### config.mk
export PLATFORM = sky130hd
export DESIGN_NAME = tmr_capture
export DESIGN_NICKNAME = d
export VERILOG_FILES = /design/src/rtl/tmr_pkg.sv /design/src/rtl/tmr_pin_edge.sv /design/src/rtl/tmr_cap_latch.sv /design/src/rtl/tmr_ctrl_irq.sv /design/src/rtl/tmr_capture.sv
export SDC_FILE = /design/constraint.sdc
export NUM_CORES = 1
export LEC_CHECK = 0
export CORE_ASPECT_RATIO = 0.9
export CORE_MARGIN = 4
export CORE_UTILIZATION = 45
export DETAILED_ROUTE_END_ITERATION = 16
export PLACE_DENSITY = 0.76
export SLEW_MARGIN = 15
export SYNTH_ARGS = -nofsm -noshare
export SYNTH_HDL_FRONTEND = slang
export SYNTH_SLANG_ARGS = --single-unit
### constraint.sdc
create_clock -name clk_i -period 3 [get_ports clk_i]
set_input_delay 0.45 -clock clk_i [delete_from_list [all_inputs] [get_ports clk_i]]
set_output_delay 0.45 -clock clk_i [all_outputs]
set_load 0.005 [all_outputs]
### src/rtl/tmr_pkg.sv
package tmr_pkg;
  localparam int unsigned DATA_W = 8;
  localparam int unsigned CNT_W  = 2 * DATA_W;

  localparam logic [7:0] ADDR_CTRL   = 8'h10;
  localparam logic [7:0] ADDR_CAP_HI = 8'h12;
  localparam logic [7:0] ADDR_CAP_LO = 8'h13;

  localparam int unsigned BIT_EN_CAP = 7;
  localparam int unsigned BIT_EN_OC0 = 6;
  localparam int unsigned BIT_EN_OC1 = 5;
  localparam int unsigned BIT_EN_OVF = 4;
  localparam int unsigned BIT_EDGE   = 1;

  localparam logic [DATA_W-1:0] CTRL_MASK = DATA_W'(
      (1 << BIT_EN_CAP) | (1 << BIT_EN_OC0) | (1 << BIT_EN_OC1) |
      (1 << BIT_EN_OVF) | (1 << BIT_EDGE));
endpackage

### src/rtl/tmr_pin_edge.sv
module tmr_pin_edge #(
  parameter int unsigned SYNC_N = 2
) (
  input  logic clk_i,
  input  logic rst_ni,
  input  logic pin_i,
  input  logic rise_sel_i,
  output logic edge_o
);
  logic [SYNC_N-1:0] sync_q;
  logic              prev_q;

  generate
    for (genvar i = 0; i < SYNC_N; i++) begin : g_sync
      always_ff @(posedge clk_i or negedge rst_ni) begin
        if (!rst_ni) sync_q[i] <= 1'b0;
        else if (i == 0) sync_q[i] <= pin_i;
        else sync_q[i] <= sync_q[(i == 0) ? 0 : i-1];
      end
    end
  endgenerate

  always_ff @(posedge clk_i or negedge rst_ni) begin
    if (!rst_ni) prev_q <= 1'b0;
    else         prev_q <= sync_q[SYNC_N-1];
  end

  // edge when the settled level moves to the selected polarity
  assign edge_o = (sync_q[SYNC_N-1] != prev_q) && (sync_q[SYNC_N-1] == rise_sel_i);

  AST_EDGE_POL: assert property (@(posedge clk_i) disable iff (!rst_ni)
    edge_o |-> ($past(pin_i, 2) == rise_sel_i)) else $error("edge polarity");
endmodule

### src/rtl/tmr_cap_latch.sv
module tmr_cap_latch
  import tmr_pkg::*;
(
  input  logic             clk_i,
  input  logic             rst_ni,
  input  logic             edge_i,
  input  logic [CNT_W-1:0] cnt_i,
  input  logic             rd_hi_i,
  input  logic             rd_lo_i,
  input  logic             flag_clr_i,
  output logic [CNT_W-1:0] cap_o,
  output logic             flag_o
);
  logic [CNT_W-1:0] cap_q;
  logic             lock_q;
  logic             flag_q;
  logic             accept;

  // a high-byte read in flight also blocks, so the byte it returns stays paired
  assign accept = edge_i && !rd_hi_i && (!lock_q || rd_lo_i);

  // capture state is deliberately outside reset
  always_ff @(posedge clk_i) begin
    if (accept) cap_q <= cnt_i;
    if (rd_hi_i)      lock_q <= 1'b1;
    else if (rd_lo_i) lock_q <= 1'b0;
    flag_q <= accept || (flag_q && !flag_clr_i);
  end

  assign cap_o  = cap_q;
  assign flag_o = flag_q;

  AST_LOCK_HOLD: assert property (@(posedge clk_i) disable iff (!rst_ni)
    (lock_q && !rd_lo_i) |=> $stable(cap_q)) else $error("capture while locked");
  AST_CAP_VALUE: assert property (@(posedge clk_i) disable iff (!rst_ni)
    (edge_i && !lock_q && !rd_hi_i) |=> (cap_q == $past(cnt_i))) else $error("capture value");
  AST_LO_NO_BLOCK: assert property (@(posedge clk_i) disable iff (!rst_ni)
    (edge_i && rd_lo_i) |=> flag_q) else $error("low read blocked");
  AST_SET_WINS: assert property (@(posedge clk_i) disable iff (!rst_ni)
    (edge_i && !lock_q && !rd_hi_i && flag_clr_i) |=> flag_q) else $error("clear beat set");
endmodule

### src/rtl/tmr_ctrl_irq.sv
module tmr_ctrl_irq
  import tmr_pkg::*;
(
  input  logic              clk_i,
  input  logic              rst_ni,
  input  logic              wr_i,
  input  logic [DATA_W-1:0] wdata_i,
  input  logic              cap_flag_i,
  input  logic              oc0_flag_i,
  input  logic              oc1_flag_i,
  input  logic              ovf_flag_i,
  output logic [DATA_W-1:0] ctrl_o,
  output logic              rise_sel_o,
  output logic              irq_o
);
  logic [DATA_W-1:0] ctrl_q;
  logic [3:0]        flags;
  logic [3:0]        enables;

  always_ff @(posedge clk_i or negedge rst_ni) begin
    if (!rst_ni)   ctrl_q <= '0;
    else if (wr_i) ctrl_q <= wdata_i & CTRL_MASK;
  end

  assign flags   = {cap_flag_i, oc0_flag_i, oc1_flag_i, ovf_flag_i};
  assign enables = {ctrl_q[BIT_EN_CAP], ctrl_q[BIT_EN_OC0],
                    ctrl_q[BIT_EN_OC1], ctrl_q[BIT_EN_OVF]};
  assign irq_o      = |(flags & enables);
  assign ctrl_o     = ctrl_q;
  assign rise_sel_o = ctrl_q[BIT_EDGE];

  AST_IRQ_MASKED: assert property (@(posedge clk_i) disable iff (!rst_ni)
    (ctrl_o[7:4] == 4'b0) |-> !irq_o) else $error("irq while masked");
  AST_IRQ_CAP: assert property (@(posedge clk_i) disable iff (!rst_ni)
    (cap_flag_i && ctrl_o[7]) |-> irq_o) else $error("capture irq lost");
endmodule

### src/rtl/tmr_capture.sv
module tmr_capture
  import tmr_pkg::*;
#(
  parameter int unsigned SYNC_N = 2
) (
  input  logic              clk_i,
  input  logic              rst_ni,
  input  logic              cap_pin_i,
  input  logic [7:0]        bus_addr_i,
  input  logic              bus_wr_i,
  input  logic [DATA_W-1:0] bus_wdata_i,
  input  logic              bus_rd_i,
  output logic [DATA_W-1:0] bus_rdata_o,
  input  logic              cap_flag_clr_i,
  input  logic              oc0_flag_i,
  input  logic              oc1_flag_i,
  input  logic              ovf_flag_i,
  output logic [CNT_W-1:0]  count_o,
  output logic              cap_flag_o,
  output logic              irq_o
);
  logic [CNT_W-1:0]  cnt_q;
  logic [CNT_W-1:0]  cap;
  logic [DATA_W-1:0] ctrl;
  logic              rise_sel;
  logic              cap_edge;
  logic              rd_hi;
  logic              rd_lo;
  logic              ctrl_wr;

  always_ff @(posedge clk_i or negedge rst_ni) begin
    if (!rst_ni) cnt_q <= '0;
    else         cnt_q <= cnt_q + 1'b1;
  end
  assign count_o = cnt_q;

  assign rd_hi   = bus_rd_i && (bus_addr_i == ADDR_CAP_HI);
  assign rd_lo   = bus_rd_i && (bus_addr_i == ADDR_CAP_LO);
  assign ctrl_wr = bus_wr_i && (bus_addr_i == ADDR_CTRL);

  tmr_pin_edge #(.SYNC_N(SYNC_N)) u_edge (
    .clk_i      (clk_i),
    .rst_ni     (rst_ni),
    .pin_i      (cap_pin_i),
    .rise_sel_i (rise_sel),
    .edge_o     (cap_edge)
  );

  tmr_cap_latch u_latch (
    .clk_i      (clk_i),
    .rst_ni     (rst_ni),
    .edge_i     (cap_edge),
    .cnt_i      (cnt_q),
    .rd_hi_i    (rd_hi),
    .rd_lo_i    (rd_lo),
    .flag_clr_i (cap_flag_clr_i),
    .cap_o      (cap),
    .flag_o     (cap_flag_o)
  );

  tmr_ctrl_irq u_ctrl (
    .clk_i      (clk_i),
    .rst_ni     (rst_ni),
    .wr_i       (ctrl_wr),
    .wdata_i    (bus_wdata_i),
    .cap_flag_i (cap_flag_o),
    .oc0_flag_i (oc0_flag_i),
    .oc1_flag_i (oc1_flag_i),
    .ovf_flag_i (ovf_flag_i),
    .ctrl_o     (ctrl),
    .rise_sel_o (rise_sel),
    .irq_o      (irq_o)
  );

  always_comb begin
    case (bus_addr_i)
      ADDR_CTRL:   bus_rdata_o = ctrl;
      ADDR_CAP_HI: bus_rdata_o = cap[CNT_W-1:DATA_W];
      ADDR_CAP_LO: bus_rdata_o = cap[DATA_W-1:0];
      default:     bus_rdata_o = '0;
    endcase
  end

  AST_CNT_STEP: assert property (@(posedge clk_i) disable iff (!rst_ni)
    1'b1 |=> (count_o == CNT_W'($past(count_o) + 1'b1))) else $error("counter step");
endmodule

==> qor.yml <==
vias_per_cell: 5.14
cts_tree: "yes"
cts_root_buf: "clkbuf_8"
yosysSeqAreaShare_pct: 63.2
critPathSlowestCell: "clkdlybuf4s50_1"
crit_type: "in -> out"
grt_max_degree: 25
synth_area_um2: 1770
firstDrtPassIters: 4
die-area_um2: 5010
synth_flop_cell: "dfrtp_1"
wl_per_cell_um: 15.4
dp_hpwl_mm: 2.71
cts_buffers: 5
rsz0062_at_grt: "false"
antenna-diode-count: 0
cts_max_level: 2
start_util_pct: 47.2
clk_latency_ns: 0.28
synth_edf_count: 16
path_common_cell: "clkdlybuf4s50_1"
path_cells: "clkdlybuf4s50_1 -> nor4_2 -> nand3_1 -> nor2_1 -> clkdlybuf4s50_1"
pin_count: 51
crit_required_ns: 2.55
p_leak_uw: 0.00101
hold_buffers: 0
post_cts_resized: 0
setup_violations: 0
avgSynthCellArea_um2: 13.0
timing.rr.end: "count_o[15]"
coreArea_um2: 3760
period_share_pct: 87.0
synth_seq_cells: 42
timing.hold.ws_ns: 0.357
grt_pass1_wl_mm: 5.95
die_h_um: 67.5
io_buffers: 47
grt_pass1_vias: 1304
critical_path.max_fanout: 3
nFillCells: 296
track_usage_pct: 15.7
critPathCaptureType: "primary output"
clock-sinks: 42
syn_inst: 136
num_rows: 21
async_reset_ff_share_pct: 57.1
holdCritPathClass: "reg -> reg"
fmax_mhz: 383
power_uw: 1230
drv_slew: 0
timing.final.crit_period_ns: 2.61
num_vias: 1224
min_to: "u_edge.sync_q[1]"
fin_nets: 217
hp-start: "u_edge.sync_q[0]"
final_core_utilization_pct: 65.5
drt-total-wl_mm: 3.66
maxCapViolCount: 0
cts_setup_buffers: 0
placedInstanceArea_um2: 2320
ys_warn_count: 0
antenna_found_initial: 0
power_density_nw_per_um2: 500
tns_ns: 0
worstHoldPathCells: 0
drive_gt1_share_pct: 10.9
reg2reg_depth: 3
slowest_delay_ns: 0.51
peakVddDrop_mv: 0.390
hold_viol_final: 0
tightest_slew_ns: 0.546
r2r_start: "count_o[4]"
ys_types: 32
clock_skew_ns: 0.00687
syn_to_final_growth_pct: 38.9
critPathArrivalTime_ns: 2.16
ctsLongestPathBuffers: 2
drc: 0
status: "finished, final reports clean"
syn_nets: 162
startpoint_type: "primary input"
reg2reg_slack_ns: 1.55
gp_congestion: 0.772
cts.clk_slew.worst_paths_ns: 0.08
final_area_um2: 2460
relSlewSlack_pct: 63.5
drtAntennaViolNets: 0
drt-initial-drc-count: 41
die_w_um: 74.2
overflow: 0
==> area by class of cell <==
| type | count | area, um2 | area share (%) |
|---|---|---|---|
| clock buffer | 6 | 82.6 | 3.35 |
| clock inverter | 2 | 60.1 | 2.44 |
| inverter | 4 | 15.0 | 0.610 |
| multi-input combinational | 88 | 633 | 25.7 |
| sequential | 42 | 1120 | 45.5 |
| tap | 46 | 57.6 | 2.34 |
| timing repair buffer | 50 | 493 | 20.0 |
==> state kept, by name (all words and copies together) (netlist names) <==
name / cells
count_o: 16
u_ctrl.ctrl_o: 5
u_edge.prev_q: 1
u_latch.lock_q: 1
u_edge.sync_q: 2
u_latch.cap_o: 16
u_latch.flag_o: 1
==> how the worst max path moves through the flow <==
stage                  startpoint          endpoint  slack, ns
finish              bus_addr_i[7]    bus_rdata_o[3]       0.39
global placement    bus_addr_i[0]    bus_rdata_o[1]       0.41
floorplan           bus_addr_i[7]  u_latch.cap_o[0]       0.22
global route        bus_addr_i[0]    bus_rdata_o[7]       0.22
detailed placement  bus_addr_i[7]    bus_rdata_o[3]       0.37
CTS                 bus_addr_i[7]    bus_rdata_o[3]       0.37
==> metal layers <==
metal  GRT usage, %  share of wire (%)
met5              0                  0
met3           4.76                8.3
met4           4.52               0.11
met1           20.6                 44
met2           25.3                 48
==> worst max-delay path, delay by kind of cell <==
family | cells | cell delay, ns
AND/OR/NAND/NOR | 3 | 0.75
buffers and inverters | 2 | 0.95
==> through the flow <==
| stage | instances | setup WS [ns] |
|---|---|---|
| after floorplan | 136 | 0.215 |
| final | 238 | 0.391 |
| after global routing | 238 | 0.222 |
| after CTS | 238 | 0.369 |
| after detailed placement | 230 | 0.371 |
| after global placement | 230 | 0.410 |
==> cells in the mapped netlist (2+ instances only) <==
master,count,area share [%]
xnor2_1,4,2.0
mux2_2,4,2.5
dfrtp_1,24,34
nand4_1,3,1.1
nor4_1,4,1.4
dfxtp_1,2,2.3
nor2b_1,2,0.71
nand3_1,11,3.1
inv_1,4,0.85
o21ai_0,5,1.4
nor2_1,7,1.5
nor3_1,5,1.4
edfxtp_1,16,27
nand2_1,5,1.1
a22oi_1,2,0.85
mux2i_1,8,4.5
and2_1,6,2.1
xor2_1,10,4.9
==> logic make-up (layout without fill, tap and decap cells) <==
kind of cell | count (synthesis) | count (layout) | synth area share (%)
simple gates | 50 | 50 | 16.2
flops | 42 | 42 | 63.2
xor+xnor | 14 | 14 | 6.92
mux | 13 | 13 | 7.69
compound gates | 10 | 10 | 3.88
buf+inv | 6 | 62 | 1.34
fa+ha+maj | 1 | 1 | 0.706
==> placed cells by master, fill, tap and decap left out, types with 2 or more instances in the layout <==
master and n:
bufinv_16 2, nor3_1 4, o21ai_0 5, nand4_1 3, nor2b_1 2, mux2_2 4
nand2_1 5, xor2_1 10, mux2i_1 8, a22oi_1 2, buf_4 3, xnor2_1 4
nor2_1 7, dfrtp_1 24, dfxtp_1 2, nor3_2 2, nand3_1 11, nor4_1 4
and2_1 6, clkbuf_8 6, inv_1 4, edfxtp_1 16, clkdlybuf4s50_1 47
==> power breakdown <==
part	total [uW]	switching, uW	leakage, uW	internal [uW]
clock	530	175	0.0000714	355
sequential	620	7.94	0.000470	612
combinational	81.3	33.7	0.000464	47.5
total	1230	217	0.00101	1010
No activity file was read; power rests on OpenSTA's default activity.
